==> src/rtl/irq_vec_pkg.sv <==
package irq_vec_pkg;

  localparam int NSRC  = 5;
  localparam int IDX_W = $clog2(NSRC);
  localparam int VEC_W = 14;

  typedef enum logic [IDX_W-1:0] {
    SRC_DIV0  = 3'd0,
    SRC_TMR0  = 3'd1,
    SRC_PORT  = 3'd2,
    SRC_DIV1  = 3'd3,
    SRC_TMR1  = 3'd4
  } src_e;

  localparam logic [VEC_W-1:0] RESET_VEC = '0;

  function automatic logic [VEC_W-1:0] vec_of(input logic [IDX_W-1:0] idx);
    logic [VEC_W-1:0] v;
    case (idx)
      SRC_DIV0: v = 14'h0004;
      SRC_TMR0: v = 14'h0008;
      SRC_PORT: v = 14'h000C;
      SRC_DIV1: v = 14'h0014;
      SRC_TMR1: v = 14'h0020;
      default:  v = 14'h0004;
    endcase
    return v;
  endfunction

endpackage

==> src/rtl/irq_port_fall.sv <==
module irq_port_fall #(
  parameter int PORT_W      = 4,
  parameter int SYNC_STAGES = 2
) (
  input  logic              clk,
  input  logic              rst_n,
  input  logic [PORT_W-1:0] pin_i,
  output logic              fall_o
);
  logic [PORT_W-1:0] stage_q [SYNC_STAGES];
  logic [PORT_W-1:0] prev_q;

  genvar s;
  generate
    for (s = 0; s < SYNC_STAGES; s++) begin : g_sync
      always_ff @(posedge clk or negedge rst_n) begin
        if (!rst_n) begin
          stage_q[s] <= '1;
        end else begin
          if (s == 0) stage_q[s] <= pin_i;
          else        stage_q[s] <= stage_q[(s == 0) ? 0 : s-1];
        end
      end
    end
  endgenerate

  always_ff @(posedge clk or negedge rst_n) begin
    if (!rst_n) prev_q <= '1;
    else        prev_q <= stage_q[SYNC_STAGES-1];
  end

  // any pin that was high last cycle and is low now
  assign fall_o = |(prev_q & ~stage_q[SYNC_STAGES-1]);
endmodule

==> src/rtl/irq_event_flags.sv <==
module irq_event_flags #(
  parameter int N = 5
) (
  input  logic         clk,
  input  logic         rst_n,
  input  logic [N-1:0] set_i,
  input  logic [N-1:0] clr_i,
  output logic [N-1:0] flag_o
);
  genvar i;
  generate
    for (i = 0; i < N; i++) begin : g_flag
      always_ff @(posedge clk or negedge rst_n) begin
        if (!rst_n)        flag_o[i] <= 1'b0;
        else if (set_i[i]) flag_o[i] <= 1'b1;
        else if (clr_i[i]) flag_o[i] <= 1'b0;
      end
    end
  endgenerate
endmodule

==> src/rtl/irq_prio_pick.sv <==
module irq_prio_pick #(
  parameter int N     = 5,
  parameter int IDX_W = $clog2(N)
) (
  input  logic [N-1:0]     req_i,
  output logic             any_o,
  output logic [IDX_W-1:0] idx_o
);
  logic [N:0]         taken;
  logic [IDX_W-1:0]   idx_chain [N+1];

  assign taken[0]     = 1'b0;
  assign idx_chain[0] = '0;

  genvar i;
  generate
    for (i = 0; i < N; i++) begin : g_stage
      // lower index wins: later stages only fill in if nothing earlier did
      assign taken[i+1]     = taken[i] | req_i[i];
      assign idx_chain[i+1] = (!taken[i] && req_i[i]) ? IDX_W'(i) : idx_chain[i];
    end
  endgenerate

  assign any_o = taken[N];
  assign idx_o = idx_chain[N];
endmodule

==> src/rtl/irq_vector_unit.sv <==
module irq_vector_unit
  import irq_vec_pkg::*;
#(
  parameter int PORT_W      = 4,
  parameter int SYNC_STAGES = 2
) (
  input  logic              clk,
  input  logic              rst_n,
  input  logic [NSRC-1:0]   tick_i,
  input  logic [PORT_W-1:0] port_pin_i,
  input  logic [NSRC-1:0]   irq_en_i,
  input  logic [NSRC-1:0]   hold_en_i,
  input  logic [NSRC-1:0]   flag_clr_i,
  output logic              vec_valid_o,
  input  logic              vec_ready_i,
  output logic [VEC_W-1:0]  vec_addr_o,
  input  logic              ret_i,
  output logic              wake_o
);
  logic              port_fall;
  logic [NSRC-1:0]   set_vec, clr_vec, flags, pending, acc_oh;
  logic              any_pend;
  logic [IDX_W-1:0]  win_idx;
  logic              rst_pend_q, offer_q, busy_q;
  logic [IDX_W-1:0]  offer_idx_q;
  logic              accept;

  irq_port_fall #(.PORT_W(PORT_W), .SYNC_STAGES(SYNC_STAGES)) u_port (
    .clk(clk), .rst_n(rst_n), .pin_i(port_pin_i), .fall_o(port_fall)
  );

  always_comb begin
    set_vec = tick_i;
    set_vec[SRC_PORT] = tick_i[SRC_PORT] | port_fall;
  end

  assign accept = vec_valid_o && vec_ready_i;

  always_comb begin
    acc_oh = '0;
    if (accept && !rst_pend_q) acc_oh[offer_idx_q] = 1'b1;
  end

  assign clr_vec = flag_clr_i | acc_oh;

  irq_event_flags #(.N(NSRC)) u_flags (
    .clk(clk), .rst_n(rst_n), .set_i(set_vec), .clr_i(clr_vec), .flag_o(flags)
  );

  assign pending = flags & irq_en_i;

  irq_prio_pick #(.N(NSRC), .IDX_W(IDX_W)) u_pick (
    .req_i(pending), .any_o(any_pend), .idx_o(win_idx)
  );

  always_ff @(posedge clk or negedge rst_n) begin
    if (!rst_n) begin
      rst_pend_q  <= 1'b1;
      offer_q     <= 1'b0;
      offer_idx_q <= '0;
      busy_q      <= 1'b0;
    end else begin
      if (accept) begin
        if (rst_pend_q) begin
          rst_pend_q <= 1'b0;
        end else begin
          offer_q <= 1'b0;
          busy_q  <= 1'b1;
        end
      end else if (ret_i) begin
        busy_q <= 1'b0;
      end
      // capture a winner only when idle; payload then frozen until accepted
      if (!rst_pend_q && !offer_q && !busy_q && any_pend) begin
        offer_q     <= 1'b1;
        offer_idx_q <= win_idx;
      end
    end
  end

  assign vec_valid_o = rst_pend_q | offer_q;
  assign vec_addr_o  = rst_pend_q ? RESET_VEC : vec_of(offer_idx_q);
  assign wake_o      = |(flags & hold_en_i);
endmodule

==> config.mk <==
export PLATFORM = sky130hd
export DESIGN_NAME = irq_vector_unit
export DESIGN_NICKNAME = d
export VERILOG_FILES = /design/src/rtl/irq_vec_pkg.sv /design/src/rtl/irq_port_fall.sv /design/src/rtl/irq_event_flags.sv /design/src/rtl/irq_prio_pick.sv /design/src/rtl/irq_vector_unit.sv
export SDC_FILE = /design/constraint.sdc
export NUM_CORES = 1
export LEC_CHECK = 0
export BUFFER_PORTS_ARGS = -buffer_cell sky130_fd_sc_hd__buf_2
export CORE_MARGIN = 2
export CORE_UTILIZATION = 38
export CTS_BUF_LIST = sky130_fd_sc_hd__clkbuf_8
export DETAILED_ROUTE_END_ITERATION = 12
export PLACE_DENSITY = 0.66
export SYNTH_ARGS = -nofsm -noshare
export SYNTH_HDL_FRONTEND = slang
export SYNTH_SLANG_ARGS = --single-unit
==> constraint.sdc <==
create_clock -name clk -period 1.7 [get_ports clk]
set_input_delay 0.17 -clock clk [delete_from_list [all_inputs] [get_ports clk]]
set_output_delay 0.17 -clock clk [all_outputs]
set_load 0.005 [all_outputs]
==> results.json, run 1 <==
{
  "outcome": "finished, final reports clean",
  "post_cts_buffers": 0,
  "hold_violations": 0,
  "power_mw": 1.48,
  "cp_slowest_stage_delay_ns": 0.46,
  "first_iter_violations": 23,
  "synth_edf_count": 0,
  "antenna_cells": 0,
  "ir_drop_v": 0.000756,
  "post_route_cells_drive_above_1_share_pct": 41.5,
  "final_common_cell": "buf_2",
  "cap_viol_max_count": 0,
  "netlist.area_leader.share_pct": 33.1,
  "clk_latency_ns": 0.26,
  "grt-ovfl-total": 0,
  "syn_inst": 95,
  "drv_slew": 0,
  "cellLeakagePower_nw": 0.623,
  "critical_path_class": "reg -> out",
  "grtUsageTotal_pct": 14.1,
  "core_area_um2": 2520,
  "rows": 18,
  "grt_first_pass_wirelength_um": 3430,
  "power_density_nw_per_um2": 1160,
  "critPathSlowestCell": "dfrtp_1",
  "synth_cell_types": 32,
  "cp_data_arrival_time_ns": 1.37,
  "ys_seq_elements": 23,
  "drtPass1Iterations": 4,
  "gp_congestion": 0.748,
  "die_w_um": 56.1,
  "finalCritPeriodShare_pct": 90.6,
  "fin_util_pct": 50.6,
  "grt_max_degree": 24,
  "synthesis.area_um2": 1030,
  "critPathTopFamily": "simple AND/OR/NAND/NOR gates",
  "die_y_um": 56.1,
  "route.detailed.drc": 0,
  "dieArea_um2": 3150,
  "layout_common_cells": "buf_2, dfstp_2, inv_1",
  "antenna_found_initial": 0,
  "routedWlPerCell_um": 12.5,
  "synth_top_flop_cell": "dfstp_2",
  "vias_per_cell": 4.91,
  "fin_nets": 164,
  "fmax_mhz": 649,
  "synthTopCellsByArea": "dfstp_2, dfrtp_1, buf_4",
  "synth_seq_area_share_pct": 57.4,
  "critPathBufInv": 1,
  "io_pins": 44,
  "area_delta_synth_final_pct": 23.9,
  "place_hpwl_um": 1570,
  "synth_top_cell_by_area": "dfstp_2",
  "hp-class": "in -> reg",
  "path_clk_slew_ns": 0.08,
  "worst_clock_skew_ns": 0.00289,
  "cp-end-kind": "output pin",
  "worst-endpoint-required_ns": 1.53,
  "path_cells": "nor3b_1, nor2b_1, buf_2",
  "clk_path_buf_depth": 2,
  "setup_violations": 0,
  "dp.cells": 156,
  "period_needed_ns": 1.54,
  "cts.sinks": 23,
  "first_global_vias": 759,
  "cts-root-buf": "clkbuf_8",
  "fin_cells": 165,
  "syn_avg_cell_area_um2": 10.9,
  "initial_core_util_pct": 40.9,
  "path_max_fanout": 7,
  "ys_warn_count": 0,
  "rsz0062_at_grt": "no",
  "routed_wl_um": 2060,
  "cts.htree.levels": 1,
  "cp-start-kind": "flop",
  "async_flop_share_pct": 100,
  "fin_tns_setup_ns": 0,
  "cts_tree": "built",
  "cts_inserted_buffers": 3,
  "io_buffers": 33,
  "ant_nets": 0,
  "vias": 810
}
==> stage by stage <==
step	hold slack [ns]	worst slack (ns)	area, um2
2_1_floorplan	-0.126	0.360	1060
3_3_place_gp	0.157	0.384	1180
3_5_place_dp	0.164	0.359	1180
4_1_cts	0.0000209	0.144	1260
5_1_grt	0.0700	0.00365	1280
6_report	0.0710	0.159	1280
==> routing by layer <==
layer / GRT usage (%) / routed length, um
met1: 18.7 / 872
met2: 22.0 / 959
met3: 3.72 / 207
met4: 5.10 / 17
met5: 0 / 0
==> synthesized netlist by cell type, types with 2 or more instances <==
master   count
inv_1       11
a21oi_1      2
nor3_1       3
dfstp_2     13
nor2_1       2
nor2b_1      2
or4_1        2
buf_4       10
nand2_1      9
a22oi_1      3
a31o_2       3
a31oi_1      2
nor3b_1      2
dfrtp_1     10
o22ai_1      4
==> state kept, by name, summed over array words and instances, names as in the netlist <==
register / cells
u_port.stage_q: 8
u_port.prev_q: 4
busy_q: 1
u_flags.flag_o: 5
offer_idx_q: 3
rst_pend_q: 1
offer_q: 1
==> layout make-up <==
cell class / instances / area (um2)
Clock inverter: 1 / 5.00
Inverter: 12 / 45.0
Clock buffer: 3 / 41.3
Sequential cell: 23 / 592
Fill cell: 254 / 1240
Timing Repair Buffer: 38 / 215
Multi-Input combinational cell: 58 / 342
Tap cell: 30 / 37.5
==> report_power, final <==
part           switching (mW)  total [mW]  internal (mW)
Sequential             0.0922       0.728          0.636
Combinational           0.214       0.426          0.213
Clock                   0.160       0.323          0.163
==> logic make-up (layout without fill, tap and decap cells) <==
group                     Yosys count  after routing  share of synthesized area [%]
xor gates and xnor gates            1              1                          0.850
other                               1             10                          0.364
and+or+nand+nor                    26             26                           13.5
buffers and inverters              23             54                           12.7
AOI/OAI and AO/OA                  20             20                           14.1
muxes                               1              1                           1.09
DFF                                23             23                           57.4
==> worst paths after layout <==
kind | startpoint | end | slack (ns) | cells past startpoint
max reg2reg | offer_q | offer_idx_q[0] | 0.30 | 3
max in group asynchronous | rst_n | u_port.stage_q[3] | 0.94 | 2
min in group asynchronous | rst_n | u_flags.flag_o[4] | 0.40 | 2
min reg2reg | u_port.stage_q[5] | u_port.stage_q[1] | 0.36 | 0
max | offer_idx_q[2] | vec_addr_o[5] | 0.16 | 3
min | vec_ready_i | rst_pend_q | 0.07 | 2
==> what timing repair did <==
| action | CTS | global route |
|---|---|---|
| endpoints found under the hold margin | 12 | 2 |
| hold buffers | 3 | 2 |
| resized for setup | 0 | 0 |
No activity file was read; power rests on OpenSTA's default activity.
==> inputs of run 2 (changes only) <==
--- a/config.mk
+++ b/config.mk
@@ -5,6 +5,7 @@
 export SDC_FILE = /design/constraint.sdc
 export NUM_CORES = 1
 export LEC_CHECK = 0
+export ABC_AREA = 1
 export BUFFER_PORTS_ARGS = -buffer_cell sky130_fd_sc_hd__buf_2
 export CORE_MARGIN = 2
 export CORE_UTILIZATION = 38
==> run 2 against run 1 <==
Critical path depth increased by 1; power decreased by 2.0%; sequential power decreased by 0.5%; non-clock buffer count unchanged; clock power about the same; highest routed layer unchanged.
==> results.json, run 2 <==
{
  "fin_cells": 184,
  "hp-class": "in -> reg",
  "initial_core_util_pct": 39.2,
  "antenna_found_initial": 0,
  "first_iter_violations": 15,
  "p_sw_share_pct": 32.9,
  "syn_inst": 112,
  "rows": 19,
  "largest_reg_flops": 8,
  "post_route_cells_drive_above_1_share_pct": 41.2,
  "period_needed_ns": 1.43,
  "cp-start-kind": "flop",
  "grt-ovfl-total": 0,
  "drv_slew": 0,
  "routed_wl_um": 1950,
  "ys_seq_elements": 23,
  "hold_violations": 0,
  "clk_latency_ns": 0.26,
  "ant_nets": 0,
  "synth.most_common_cell": "nand2_1",
  "regMostFlops": "u_port.stage_q",
  "grt.met1_usage_pct": 16.3,
  "netlist.area_leader.share_pct": 32.2,
  "area_delta_synth_final_pct": 24.4,
  "hold_end": "u_flags.flag_o[0]",
  "cap_viol_max_count": 0,
  "antenna_cells": 0,
  "io_pins": 44,
  "fmax_mhz": 701,
  "critical_path_class": "reg -> out",
  "final_common_cell": "buf_2",
  "cp_slowest_stage_delay_ns": 0.50,
  "post_cts_buffers": 0,
  "cp-end-kind": "output pin",
  "met2_usage_pct": 22.3,
  "rr_worst_depth": 6,
  "hold_path_depth": 2,
  "synth_common_cells": "nand2_1, dfstp_2, inv_1",
  "gp_congestion": 0.777,
  "finalCritPeriodShare_pct": 83.9,
  "top_regs": "u_port.stage_q: 8 flops, u_flags.flag_o: 5 flops, u_port.prev_q: 4 flops",
  "outcome": "finished, final reports clean",
  "synth_edf_count": 0,
  "worst-endpoint-required_ns": 1.53,
  "dieArea_um2": 3230,
  "path_cells": "inv_2, nor3_2, o21a_1, buf_2",
  "die_w_um": 56.9,
  "async_flop_share_pct": 100,
  "cts_tree": "built",
  "combPwrFrac_pct": 27.6,
  "synth_seq_area_share_pct": 55.7,
  "cellLeakagePower_nw": 0.685,
  "reg2reg_from": "rst_pend_q",
  "ir_drop_v": 0.000555,
  "place_hpwl_um": 1550,
  "route.detailed.drc": 0,
  "cts.sinks": 23,
  "die_y_um": 56.9,
  "io_buffers": 33,
  "r2r-end": "u_flags.flag_o[4]",
  "cts-root-buf": "clkbuf_8",
  "critPathLaunch": "offer_idx_q[1]",
  "rrSetupSlack_ns": 0.58,
  "grt_first_pass_wirelength_um": 3250,
  "internal_power_uw": 972,
  "setup_violations": 0,
  "core_area_um2": 2710,
  "first_global_vias": 789,
  "grt_max_degree": 24,
  "critPathSlowestCell": "dfrtp_1",
  "min_from": "flag_clr_i[0]",
  "vias_per_cell": 4.43,
  "layout_common_cells": "buf_2, nand2_1, dfstp_2",
  "ys_warn_count": 0,
  "p_seq_share_pct": 50.0,
  "routedWlPerCell_um": 10.6,
  "synth_cell_types": 25,
  "fin_tns_setup_ns": 0,
  "clkPwrFrac_pct": 22.5,
  "grtUsageTotal_pct": 13.3,
  "power_density_nw_per_um2": 1100,
  "synthesis.area_um2": 1060,
  "path_max_fanout": 5,
  "p_switching_uw": 477,
  "synth_top_cell_by_area": "dfstp_2",
  "syn_avg_cell_area_um2": 9.48,
  "dp.cells": 175,
  "drtPass1Iterations": 4,
  "power_mw": 1.45,
  "vias": 815,
  "clk_path_buf_depth": 2,
  "rsz0062_at_grt": "no",
  "synthTopCellsByArea": "dfstp_2, dfrtp_1, nand2_1",
  "cp_data_arrival_time_ns": 1.26,
  "cts_inserted_buffers": 3,
  "worst_clock_skew_ns": 0.00436,
  "path_clk_slew_ns": 0.08,
  "place_worst_setup_slack_ns": 0.560,
  "fin_util_pct": 48.8,
  "worst_slack_ns": 0.273,
  "use_met3_pct": 3.00,
  "synth_top_flop_cell": "dfstp_2",
  "fin_nets": 182,
  "cts.htree.levels": 1,
  "busiest_layer": "met2"
}
==> run 2: cell type report <==
cell class / count / area (um2)
fill: 267 / 1390
sequential: 23 / 592
multi-input combinational: 73 / 373
timing repair buffer: 38 / 215
inverter: 15 / 56.3
clock buffer: 3 / 41.3
tap: 31 / 38.8
clock inverter: 1 / 5.00
==> run 2: routing by layer <==
layer	vias to the layer above	routed length, um	part of all wire, %
met5	-	0	0
met4	0	29	1.5
met3	5	136	7.0
met2	35	933	48
met1	355	850	44
li1	420	-	-
==> run 2: power by group through the flow <==
| stage | Sequential, mW | Clock, mW | Combinational (mW) |
|---|---|---|---|
| 2_1_floorplan | 0.712 | 0 | 0.277 |
| 4_1_cts | 0.724 | 0.339 | 0.405 |
| 5_1_grt | 0.737 | 0.374 | 0.457 |
| 3_3_place_gp | 0.728 | 0 | 0.390 |
| 6_report | 0.724 | 0.325 | 0.400 |
| 3_5_place_dp | 0.734 | 0 | 0.392 |
==> run 2: how the worst max path moves through the flow <==
stage / endpoint / slack (ns) / cells after the start
6_report: vec_addr_o[3] / 0.27 / 4
5_1_grt: vec_addr_o[3] / 0.20 / 4
4_1_cts: vec_addr_o[3] / 0.27 / 4
3_5_place_dp: vec_addr_o[3] / 0.56 / 4
3_3_place_gp: vec_addr_o[3] / 0.58 / 4
2_1_floorplan: u_flags.flag_o[4] / 0.69 / 6
==> run 2: critical path: cells and delay by family (launching register included) <==
kind,cells,cell delay [ns]
DFF,1,0.50
buffers and inverters,2,0.20
and+or+nand+nor,1,0.16
AOI/OAI and AO/OA,1,0.15
==> run 2: stage by stage <==
step / instance area (um2) / hold WS, ns
3_3_place_gp: 1220 / 0.158
5_1_grt: 1320 / 0.0838
4_1_cts: 1310 / 0.00563
6_report: 1320 / 0.0794
3_5_place_dp: 1220 / 0.162
2_1_floorplan: 1100 / -0.126
==> run 2: cell families (layout without fill, tap and decap cells) <==
| family | Yosys count | after routing | synth area share, % |
|---|---|---|---|
| buffers and inverters | 25 | 57 | 12.4 |
| other | 1 | 10 | 0.353 |
| flip-flops | 23 | 23 | 55.7 |
| AND/OR/NAND/NOR | 52 | 52 | 25.0 |
| AO/OA/AOI/OAI | 11 | 11 | 6.60 |
==> run 2: repair_timing <==
item                                   4_1_cts  5_1_grt
resized for setup                            0        0
hold buffers                                 4        1
endpoints found under the hold margin       13        1
==> inputs of run 3 (changes only) <==
--- a/config.mk
+++ b/config.mk
@@ -11,7 +11,7 @@
 export CORE_UTILIZATION = 38
 export CTS_BUF_LIST = sky130_fd_sc_hd__clkbuf_8
 export DETAILED_ROUTE_END_ITERATION = 12
-export PLACE_DENSITY = 0.66
+export PLACE_DENSITY = 0.68
 export SYNTH_ARGS = -nofsm -noshare
 export SYNTH_HDL_FRONTEND = slang
 export SYNTH_SLANG_ARGS = --single-unit
==> constraint.sdc (replaced) <==
create_clock -name clk -period 1.2 [get_ports clk]
set_input_delay 0.12 -clock clk [delete_from_list [all_inputs] [get_ports clk]]
set_output_delay 0.12 -clock clk [all_outputs]
set_load 0.005 [all_outputs]
==> run 3 against run 2 <==
The flow now finishes with violations (negative setup slack); first-iteration DRC count up 13%; sequential cell count stayed put; sequential share of layout area is 2.1 points lower; die area stayed put; wire length up 11%; via count is 5.2% higher; non-clock buffer count up 6; clock power rose by 44%; critical path depth down 1; hold slack worse by 0.042 ns; clock skew is 0.0026 ns lower; core utilization increased by 2.8 points.
==> results.json, run 3 (synthesis gave the netlist of run 2 again) <==
{
  "grt_max_degree": 24,
  "top_regs": "u_port.stage_q: 8 flops, u_flags.flag_o: 5 flops, u_port.prev_q: 4 flops",
  "final_common_cell": "buf_2",
  "fin_nets": 188,
  "place_hpwl_um": 1640,
  "cts.sinks": 23,
  "met2_usage_pct": 23.9,
  "hp-class": "in -> reg",
  "drtPass1Iterations": 4,
  "cp-start-kind": "flop",
  "worst_slack_ns": -0.117,
  "area_delta_synth_final_pct": 31.4,
  "grt-ovfl-total": 0,
  "fmax_mhz": 760,
  "grt_first_pass_wirelength_um": 3350,
  "busiest_layer": "met2",
  "ant_nets": 0,
  "layout_common_cells": "buf_2, nand2_1, dfstp_2",
  "grtUsageTotal_pct": 13.5,
  "layout.area.seq_um2": 596,
  "cp_data_arrival_time_ns": 1.20,
  "power_density_nw_per_um2": 1590,
  "gp_congestion": 0.829,
  "use_met3_pct": 3.00,
  "fill_cells": 267,
  "initial_core_util_pct": 39.2,
  "core_area_um2": 2710,
  "path_max_fanout": 6,
  "antenna_cells": 0,
  "vias": 857,
  "cts.htree.levels": 1,
  "die_y_um": 56.9,
  "cts-root-buf": "clkbuf_8",
  "routedWlPerCell_um": 11.4,
  "route.detailed.drc": 0,
  "largest_reg_flops": 8,
  "cts_tree": "built",
  "io_pins": 44,
  "first_iter_violations": 17,
  "path_clk_slew_ns": 0.08,
  "hold_slack_ns": 0.0372,
  "cp-end-kind": "output pin",
  "first_global_vias": 808,
  "cellLeakagePower_nw": 0.710,
  "antenna_found_initial": 0,
  "clk_latency_ns": 0.26,
  "fin_cells": 190,
  "rsz0062_at_grt": "yes",
  "post_route_cells_drive_above_1_share_pct": 48.4,
  "dp.cells": 175,
  "multi_input_area_um2": 397,
  "die_w_um": 56.9,
  "routed_wl_um": 2160,
  "regMostFlops": "u_port.stage_q",
  "worst-endpoint-required_ns": 1.08,
  "worst_clock_skew_ns": 0.00181,
  "ir_drop_v": 0.000883,
  "hold_violations": 0,
  "grt.met1_usage_pct": 16.5,
  "drv_slew": 0,
  "dieArea_um2": 3230,
  "power_mw": 2.22,
  "violations": "negative setup slack",
  "vias_per_cell": 4.51,
  "clk_path_buf_depth": 2,
  "cts_inserted_buffers": 3,
  "cap_viol_max_count": 0,
  "period_needed_ns": 1.32,
  "outcome": "complete, but fails checks",
  "rows": 19,
  "io_buffers": 33,
  "critical_path_class": "reg -> out",
  "finalCritPeriodShare_pct": 110,
  "setup_violations": 7
}
run 3: metal layers:
metal	up-vias	share of wire (%)
met5	-	0
met4	0	0.70
met3	2	5.3
met2	35	51
met1	391	43
li1	429	-
run 3: worst paths after layout:
check / end / slack [ns] / from / cells past startpoint
worst max-delay path: vec_addr_o[3] / -0.12 / offer_idx_q[0] / 3
worst min-delay path: u_flags.flag_o[4] / 0.04 / flag_clr_i[4] / 2
worst max register to register: u_flags.flag_o[1] / -0.03 / offer_idx_q[1] / 6
worst min register to register: u_port.stage_q[0] / 0.36 / u_port.stage_q[4] / 0
max in group asynchronous: offer_idx_q[0] / 0.48 / rst_n / 2
min in group asynchronous: u_flags.flag_o[3] / 0.36 / rst_n / 2
run 3: where the power goes:
part | total (mW) | internal, mW | switching, mW | leakage, nW
Clock | 0.468 | 0.231 | 0.237 | 0.0255
Sequential | 1.05 | 0.904 | 0.142 | 0.248
Combinational | 0.705 | 0.335 | 0.370 | 0.437
run 3: layout make-up:
type | instances | area share (%)
Tap cell | 31 | 2.78
Multi-Input combinational cell | 73 | 28.4
Clock inverter | 1 | 0.358
Timing Repair Buffer | 44 | 18.6
Sequential cell | 23 | 42.7
Clock buffer | 3 | 2.96
Inverter | 15 | 4.21
run 3: worst max-delay path: stages (launching register included):
cell and delay [ns]:
dfrtp_2 0.48, nor3_4 0.22, o21a_1 0.14, buf_2 0.10
run 3: through the flow:
step                instance area, um2  setup slack, ns  TNS, ns  util, %
floorplan                         1100            0.192        0        -
global placement                  1220            0.112        0     45.2
detailed placement                1220           0.0766        0     45.2
CTS                               1360           -0.116   -0.406     50.1
global route                      1400           -0.188   -0.897     51.5
finish                            1400           -0.117   -0.476     51.5
run 3: what timing repair did:
| action | in CTS | in global routing |
|---|---|---|
| hold endpoints to repair | 14 | 0 |
| setup buffers | 3 | 3 |
| hold buffers | 5 | 0 |
| endpoints found under the setup margin | 6 | 8 |
| gates resized for setup | 5 | 6 |
| pin swaps | 2 | 0 |
